<file path="src/rtl/fc_pkg.sv">
// Shared types and mode decoding for the pause flow controller.
package fc_pkg;

    // Hysteresis tracker state: idle (below high) or halted, awaiting low.
    typedef enum logic {
        WM_IDLE   = 1'b0,
        WM_HALTED = 1'b1
    } wm_state_t;

    // Bit positions inside the 2-bit flow-control mode.
    localparam int MODE_GEN_BIT    = 0;
    localparam int MODE_HONOUR_BIT = 1;

    // True when this port may generate pause frames.
    function automatic logic gen_enabled(input logic [1:0] mode);
        return mode[MODE_GEN_BIT];
    endfunction

    // True when this port obeys pause frames from the partner.
    function automatic logic honour_enabled(input logic [1:0] mode);
        return mode[MODE_HONOUR_BIT];
    endfunction

endpackage

</file>
<file path="src/rtl/fc_watermark_fsm.sv">
// Watermark hysteresis tracker.
// Emits a one-cycle halt event when the level rises strictly above the high
// mark from idle, and a one-cycle resume event when the level then falls
// strictly below the low mark. Assumes low_mark < high_mark. When generation
// is disabled it returns to idle silently.
module fc_watermark_fsm
    import fc_pkg::*;
#(
    parameter int LEVEL_W = 10
) (
    input  logic               clk,
    input  logic               rst_n,
    input  logic               gen_en,
    input  logic [LEVEL_W-1:0] level,
    input  logic [LEVEL_W-1:0] high_mark,
    input  logic [LEVEL_W-1:0] low_mark,
    output logic               halt_evt,
    output logic               resume_evt
);

    wm_state_t state_q, state_d;
    logic      above_high;
    logic      below_low;

    // Threshold comparators.
    assign above_high = (level > high_mark);
    assign below_low  = (level < low_mark);

    // Next-state and event decode.
    always_comb begin
        state_d    = state_q;
        halt_evt   = 1'b0;
        resume_evt = 1'b0;
        unique case (state_q)
            WM_IDLE: begin
                if (gen_en && above_high) begin
                    state_d  = WM_HALTED;
                    halt_evt = 1'b1;
                end
            end
            WM_HALTED: begin
                if (!gen_en) begin
                    state_d = WM_IDLE;
                end else if (below_low) begin
                    state_d    = WM_IDLE;
                    resume_evt = 1'b1;
                end
            end
            default: state_d = WM_IDLE;
        endcase
    end

    // State register.
    always_ff @(posedge clk) begin
        if (!rst_n) state_q <= WM_IDLE;
        else        state_q <= state_d;
    end

endmodule

</file>
<file path="src/rtl/fc_req_queue.sv">
// Pause request issuer.
// Remembers at most one pending halt and one pending resume (a newer event
// cancels the opposite kind) and presents one request at a time on a
// valid/ready handshake. A halt takes halt_quanta, sampled when loaded; a
// resume carries zero. The presented request stays stable until accepted.
// Disabling generation drops pending requests and blocks new loads.
module fc_req_queue #(
    parameter int QUANTA_W = 16
) (
    input  logic                clk,
    input  logic                rst_n,
    input  logic                gen_en,
    input  logic                halt_evt,
    input  logic                resume_evt,
    input  logic                ext_rise,
    input  logic [QUANTA_W-1:0] halt_quanta,
    input  logic                req_ready,
    output logic                req_valid,
    output logic [QUANTA_W-1:0] req_quanta
);

    localparam logic [QUANTA_W-1:0] ZERO_QUANTA = '0;

    logic pend_halt_q, pend_resume_q;
    logic pend_halt_d, pend_resume_d;
    logic slot_free;
    logic load_halt, load_resume;
    logic want_halt;

    // The output slot is free when empty or being accepted this cycle.
    assign slot_free   = !req_valid || req_ready;
    assign load_halt   = gen_en && slot_free && pend_halt_q;
    assign load_resume = gen_en && slot_free && !pend_halt_q && pend_resume_q;
    assign want_halt   = halt_evt || ext_rise;

    // Pending flag update: clear on load, then apply new events.
    always_comb begin
        pend_halt_d   = pend_halt_q   && !load_halt;
        pend_resume_d = pend_resume_q && !load_resume;
        if (want_halt) begin
            pend_halt_d   = 1'b1;
            pend_resume_d = 1'b0;
        end else if (resume_evt) begin
            pend_resume_d = 1'b1;
            pend_halt_d   = 1'b0;
        end
        if (!gen_en) begin
            pend_halt_d   = 1'b0;
            pend_resume_d = 1'b0;
        end
    end

    // Pending flag registers.
    always_ff @(posedge clk) begin
        if (!rst_n) begin
            pend_halt_q   <= 1'b0;
            pend_resume_q <= 1'b0;
        end else begin
            pend_halt_q   <= pend_halt_d;
            pend_resume_q <= pend_resume_d;
        end
    end

    // Output request register with handshake.
    always_ff @(posedge clk) begin
        if (!rst_n) begin
            req_valid  <= 1'b0;
            req_quanta <= ZERO_QUANTA;
        end else if (load_halt) begin
            req_valid  <= 1'b1;
            req_quanta <= halt_quanta;
        end else if (load_resume) begin
            req_valid  <= 1'b1;
            req_quanta <= ZERO_QUANTA;
        end else if (req_valid && req_ready) begin
            req_valid  <= 1'b0;
        end
    end

endmodule

</file>
<file path="src/rtl/fc_quanta_timer.sv">
// Received-pause timer.
// Loads the quanta of each received pause frame while honouring is enabled
// and counts it down by one per slot tick. Ticks are not counted while a
// frame is in progress. Inhibit is high while the count is nonzero. A load
// beats a tick in the same cycle. Disabling honouring clears the count.
module fc_quanta_timer #(
    parameter int QUANTA_W = 16
) (
    input  logic                clk,
    input  logic                rst_n,
    input  logic                honour_en,
    input  logic                rx_valid,
    input  logic [QUANTA_W-1:0] rx_quanta,
    input  logic                slot_tick,
    input  logic                frame_active,
    output logic                inhibit
);

    localparam logic [QUANTA_W-1:0] ONE = QUANTA_W'(1);

    logic [QUANTA_W-1:0] count_q;
    logic                count_nz;

    assign count_nz = (count_q != '0);

    // Count register: clear, load, or decrement.
    always_ff @(posedge clk) begin
        if (!rst_n) begin
            count_q <= '0;
        end else if (!honour_en) begin
            count_q <= '0;
        end else if (rx_valid) begin
            count_q <= rx_quanta;
        end else if (slot_tick && !frame_active && count_nz) begin
            count_q <= count_q - ONE;
        end
    end

    // Inhibit follows the nonzero count.
    assign inhibit = count_nz;

endmodule

</file>
<file path="src/rtl/pause_flow_ctrl.sv">
// Top of the pause flow controller.
// Decodes the mode, detects the rising edge of the external trigger, and
// joins the watermark tracker, the request issuer and the received-pause
// timer. All inputs are assumed synchronous to clk.
module pause_flow_ctrl
    import fc_pkg::*;
#(
    parameter int LEVEL_W  = 10,
    parameter int QUANTA_W = 16
) (
    input  logic                clk,
    input  logic                rst_n,
    input  logic [1:0]          fc_mode,
    input  logic [LEVEL_W-1:0]  fifo_level,
    input  logic [LEVEL_W-1:0]  high_mark,
    input  logic [LEVEL_W-1:0]  low_mark,
    input  logic [QUANTA_W-1:0] halt_quanta,
    input  logic                ext_pause,
    output logic                req_valid,
    output logic [QUANTA_W-1:0] req_quanta,
    input  logic                req_ready,
    input  logic                rx_pause_valid,
    input  logic [QUANTA_W-1:0] rx_pause_quanta,
    input  logic                slot_tick,
    input  logic                tx_frame_active,
    output logic                tx_inhibit
);

    logic gen_en, honour_en;
    logic halt_evt, resume_evt;
    logic ext_q, ext_rise;

    assign gen_en    = gen_enabled(fc_mode);
    assign honour_en = honour_enabled(fc_mode);

    // External trigger edge detector register.
    always_ff @(posedge clk) begin
        if (!rst_n) ext_q <= 1'b0;
        else        ext_q <= ext_pause;
    end
    assign ext_rise = gen_en && ext_pause && !ext_q;

    fc_watermark_fsm #(.LEVEL_W(LEVEL_W)) u_wm (
        .clk        (clk),
        .rst_n      (rst_n),
        .gen_en     (gen_en),
        .level      (fifo_level),
        .high_mark  (high_mark),
        .low_mark   (low_mark),
        .halt_evt   (halt_evt),
        .resume_evt (resume_evt)
    );

    fc_req_queue #(.QUANTA_W(QUANTA_W)) u_req (
        .clk         (clk),
        .rst_n       (rst_n),
        .gen_en      (gen_en),
        .halt_evt    (halt_evt),
        .resume_evt  (resume_evt),
        .ext_rise    (ext_rise),
        .halt_quanta (halt_quanta),
        .req_ready   (req_ready),
        .req_valid   (req_valid),
        .req_quanta  (req_quanta)
    );

    fc_quanta_timer #(.QUANTA_W(QUANTA_W)) u_tmr (
        .clk          (clk),
        .rst_n        (rst_n),
        .honour_en    (honour_en),
        .rx_valid     (rx_pause_valid),
        .rx_quanta    (rx_pause_quanta),
        .slot_tick    (slot_tick),
        .frame_active (tx_frame_active),
        .inhibit      (tx_inhibit)
    );

endmodule

</file>
<file path="config.mk">
export PLATFORM = sky130hd
export DESIGN_NAME = pause_flow_ctrl
export DESIGN_NICKNAME = d
export VERILOG_FILES = /design/src/rtl/fc_pkg.sv /design/src/rtl/fc_watermark_fsm.sv /design/src/rtl/fc_req_queue.sv /design/src/rtl/fc_quanta_timer.sv /design/src/rtl/pause_flow_ctrl.sv
export SDC_FILE = /design/constraint.sdc
export NUM_CORES = 1
export LEC_CHECK = 0
export BUFFER_PORTS_ARGS = -buffer_cell sky130_fd_sc_hd__clkbuf_2
export CORE_MARGIN = 10
export CORE_UTILIZATION = 40
export DETAILED_ROUTE_END_ITERATION = 10
export PLACE_DENSITY = 0.68
export REMOVE_ABC_BUFFERS = 1
export SLEW_MARGIN = 5
export SYNTH_ARGS = -nofsm -noshare
export SYNTH_HDL_FRONTEND = slang
export SYNTH_SLANG_ARGS = --single-unit
export TNS_END_PERCENT = 100
</file>
<file path="constraint.sdc">
create_clock -name clk -period 2.55 [get_ports clk]
set_input_delay 0.51 -clock clk [delete_from_list [all_inputs] [get_ports clk]]
set_output_delay 0.51 -clock clk [all_outputs]
set_load 0.01 [all_outputs]
</file>
==> impl_metrics.json <==
{
  "htreeDepth": 2,
  "cp-start-kind": "flip-flop",
  "fill_cells": 529,
  "cts_resized": 0,
  "routedWlPerCell_um": 13.3,
  "root_buffer": "clkbuf_8",
  "via_per_inst": 5.08,
  "cts_tree": "built",
  "hp-class": "in -> reg",
  "required_ns": 2.04,
  "synth-edff-count": 0,
  "gr-total-overflow": 0,
  "clk_latency_ns": 0.29,
  "cpMaxStageDelayCell": "or4_1",
  "crit_type": "reg -> out",
  "clock_path_buffers": 2,
  "synth-seq-cells": 37,
  "critical_path_buf_inv_count": 1,
  "rows": 27,
  "irDropWorstVdd_mv": 0.319,
  "port_buffers": 88,
  "avgSynthCellArea_um2": 8.59,
  "diodes": 0,
  "netlist_area_um2": 2230,
  "path_clk_slew_ns": 0.07,
  "finalCriticalPeriod_ns": 2.32,
  "synth-async-reset-ratio": 0,
  "grt.total_usage": 0.123,
  "final_nets": 442,
  "dominantRegCellSynth": "dfxtp_1",
  "slew_headroom": 0.577,
  "layout-drive-gt1-share": 0.310,
  "synth_top_area_frac": 0.332,
  "io_pins": 89,
  "post_synth_main_area_contributors": "dfxtp_1 33%, ha_1 11%, nor2b_1 5.6%",
  "place_congestion": 0.796,
  "finalHoldViolCount": 0,
  "grt_pass1_vias": 2183,
  "drc": 0,
  "numCtsBuffers": 5,
  "cpPeakStageDelay_ns": 0.66,
  "skew_ns": 0.00953,
  "yosys_warnings": 0,
  "cts_sinks": 37,
  "place_area_um2": 2770,
  "path_cells": "or4_1 -> nor3_4 -> nand2_1 -> clkbuf_2",
  "antenna_found_initial": 0,
  "leakagePower_nw": 1.34,
  "power_density_nw_per_um2": 506,
  "yosysMostFrequentCell": "dfxtp_1",
  "max-cap-violations": 0,
  "p_total_mw": 1.46,
  "synth_commonest_cells": "37 x dfxtp_1, 22 x inv_1, 20 x ha_1, 20 x nor2b_1, 19 x a21oi_1",
  "post_cts_buffers": 0,
  "syn_to_final_growth_pct": 29.4,
  "crit_fanout": 6,
  "via_count": 2153,
  "final_util": 0.528,
  "grt_max_degree": 27,
  "rrSetupSlack_ns": 0.27,
  "grt_pass1_wl_um": 9230,
  "postCtsHoldBufs": 0,
  "routed_wl_um": 5650,
  "ys_types": 49,
  "cpLargestDelayFamily": "simple AND/OR/NAND/NOR gates",
  "fin_hold_ws_ns": 0.438,
  "die_w_um": 94.7,
  "end_kind": "primary output",
  "fin_area_um2": 2890,
  "firstDrtPassIters": 4,
  "final_antenna_net_count": 0,
  "netlist_instances": 260,
  "hpwlAfterDp_um": 4640,
  "die_area_um2": 8970,
  "critPathArrivalTime_ns": 1.81,
  "coreArea_um2": 5470,
  "synth.largest_area_cell": "dfxtp_1",
  "slew_violations": 0,
  "outcome": "complete, no violations",
  "rsz0062_at_grt": "no",
  "setup_viol": 0,
  "yosysSeqAreaShare": 0.332,
  "fin_crit_sh": 0.908,
  "start_util": 0.408,
  "dieHeight_um": 94.7,
  "tns_ns": 0,
  "tightest_slew_ns": 0.631,
  "first_iter_violations": 73,
  "fmax_mhz": 432
}
==> routing by layer <==
layer	track usage	share of wire	vias to the layer above
met5	0	0	-
met4	0.0362	0.0055	0
met3	0.0468	0.10	5
met2	0.212	0.47	64
met1	0.138	0.43	954
li1	-	-	1130
==> state kept, by name, indices dropped and copies added, names as in the netlist <==
register and cells:
ext_q 1, u_req.req_valid 1, u_req.pend_resume_q 1, u_req.pend_halt_q 1
u_req.req_quanta 16, u_tmr.count_q 16, u_wm.state_q 1
==> final timing paths <==
kind	startpoint	to	cells past startpoint
min reg2reg	u_req.pend_halt_q	u_req.pend_halt_q	2
max	u_tmr.count_q[2]	tx_inhibit	4
min	ext_pause	ext_q	2
max reg2reg	u_tmr.count_q[2]	u_tmr.count_q[13]	5
==> metrics by stage <==
stage | instances | setup WS (ns)
finish | 424 | 0.235
global route | 424 | 0.103
CTS | 424 | 0.224
detailed placement | 416 | 0.0910
global placement | 416 | 0.131
floorplan | 250 | 0.272
==> layout by cell type (no fill, tap or decap), types with 3 or more instances in the layout <==
master | netlist | routed
buf_4 | 0 | 6
nor4_1 | 4 | 4
inv_1 | 22 | 22
nor2_1 | 9 | 9
nand2b_1 | 6 | 6
nand2_1 | 10 | 10
ha_1 | 20 | 20
a211oi_1 | 5 | 5
a21oi_1 | 19 | 19
or4_1 | 3 | 3
dfxtp_1 | 37 | 37
xnor2_1 | 10 | 10
nor3_1 | 3 | 3
and2_1 | 3 | 3
a22oi_1 | 16 | 16
nand3_1 | 4 | 4
clkbuf_2 | 0 | 88
clkbuf_8 | 0 | 6
o21ai_0 | 18 | 18
nor2b_1 | 20 | 20
==> cells by family (layout without fill, tap and decap cells) <==
| kind of cell | count (synthesis) | in the layout | share of synthesized area |
|---|---|---|---|
| flip-flops | 37 | 37 | 0.332 |
| adder cells (fa/ha/maj) | 20 | 20 | 0.112 |
| buffers and inverters | 33 | 125 | 0.0560 |
| AO/OA/AOI/OAI | 80 | 80 | 0.243 |
| multiplexers | 1 | 1 | 0.00504 |
| AND/OR/NAND/NOR | 78 | 78 | 0.209 |
| XOR/XNOR | 11 | 11 | 0.0431 |
==> area by class of cell <==
class / count / area [µm²] / area share
well taps: 72 / 90.1 / 0.0312
clock buffers: 6 / 82.6 / 0.0286
repair buffers: 94 / 485 / 0.168
flip-flops and latches: 37 / 741 / 0.256
clock inverters: 2 / 37.5 / 0.0130
inverters: 23 / 86.3 / 0.0299
multi-input cells: 190 / 1370 / 0.473
==> power by group <==
part           total (mW)  internal, mW  switching (mW)  leakage [nW]
Clock               0.526         0.318           0.208        0.0574
Combinational       0.318         0.154           0.164         0.979
Sequential          0.619         0.601          0.0186         0.301
Power figures use the tool's default switching activity.
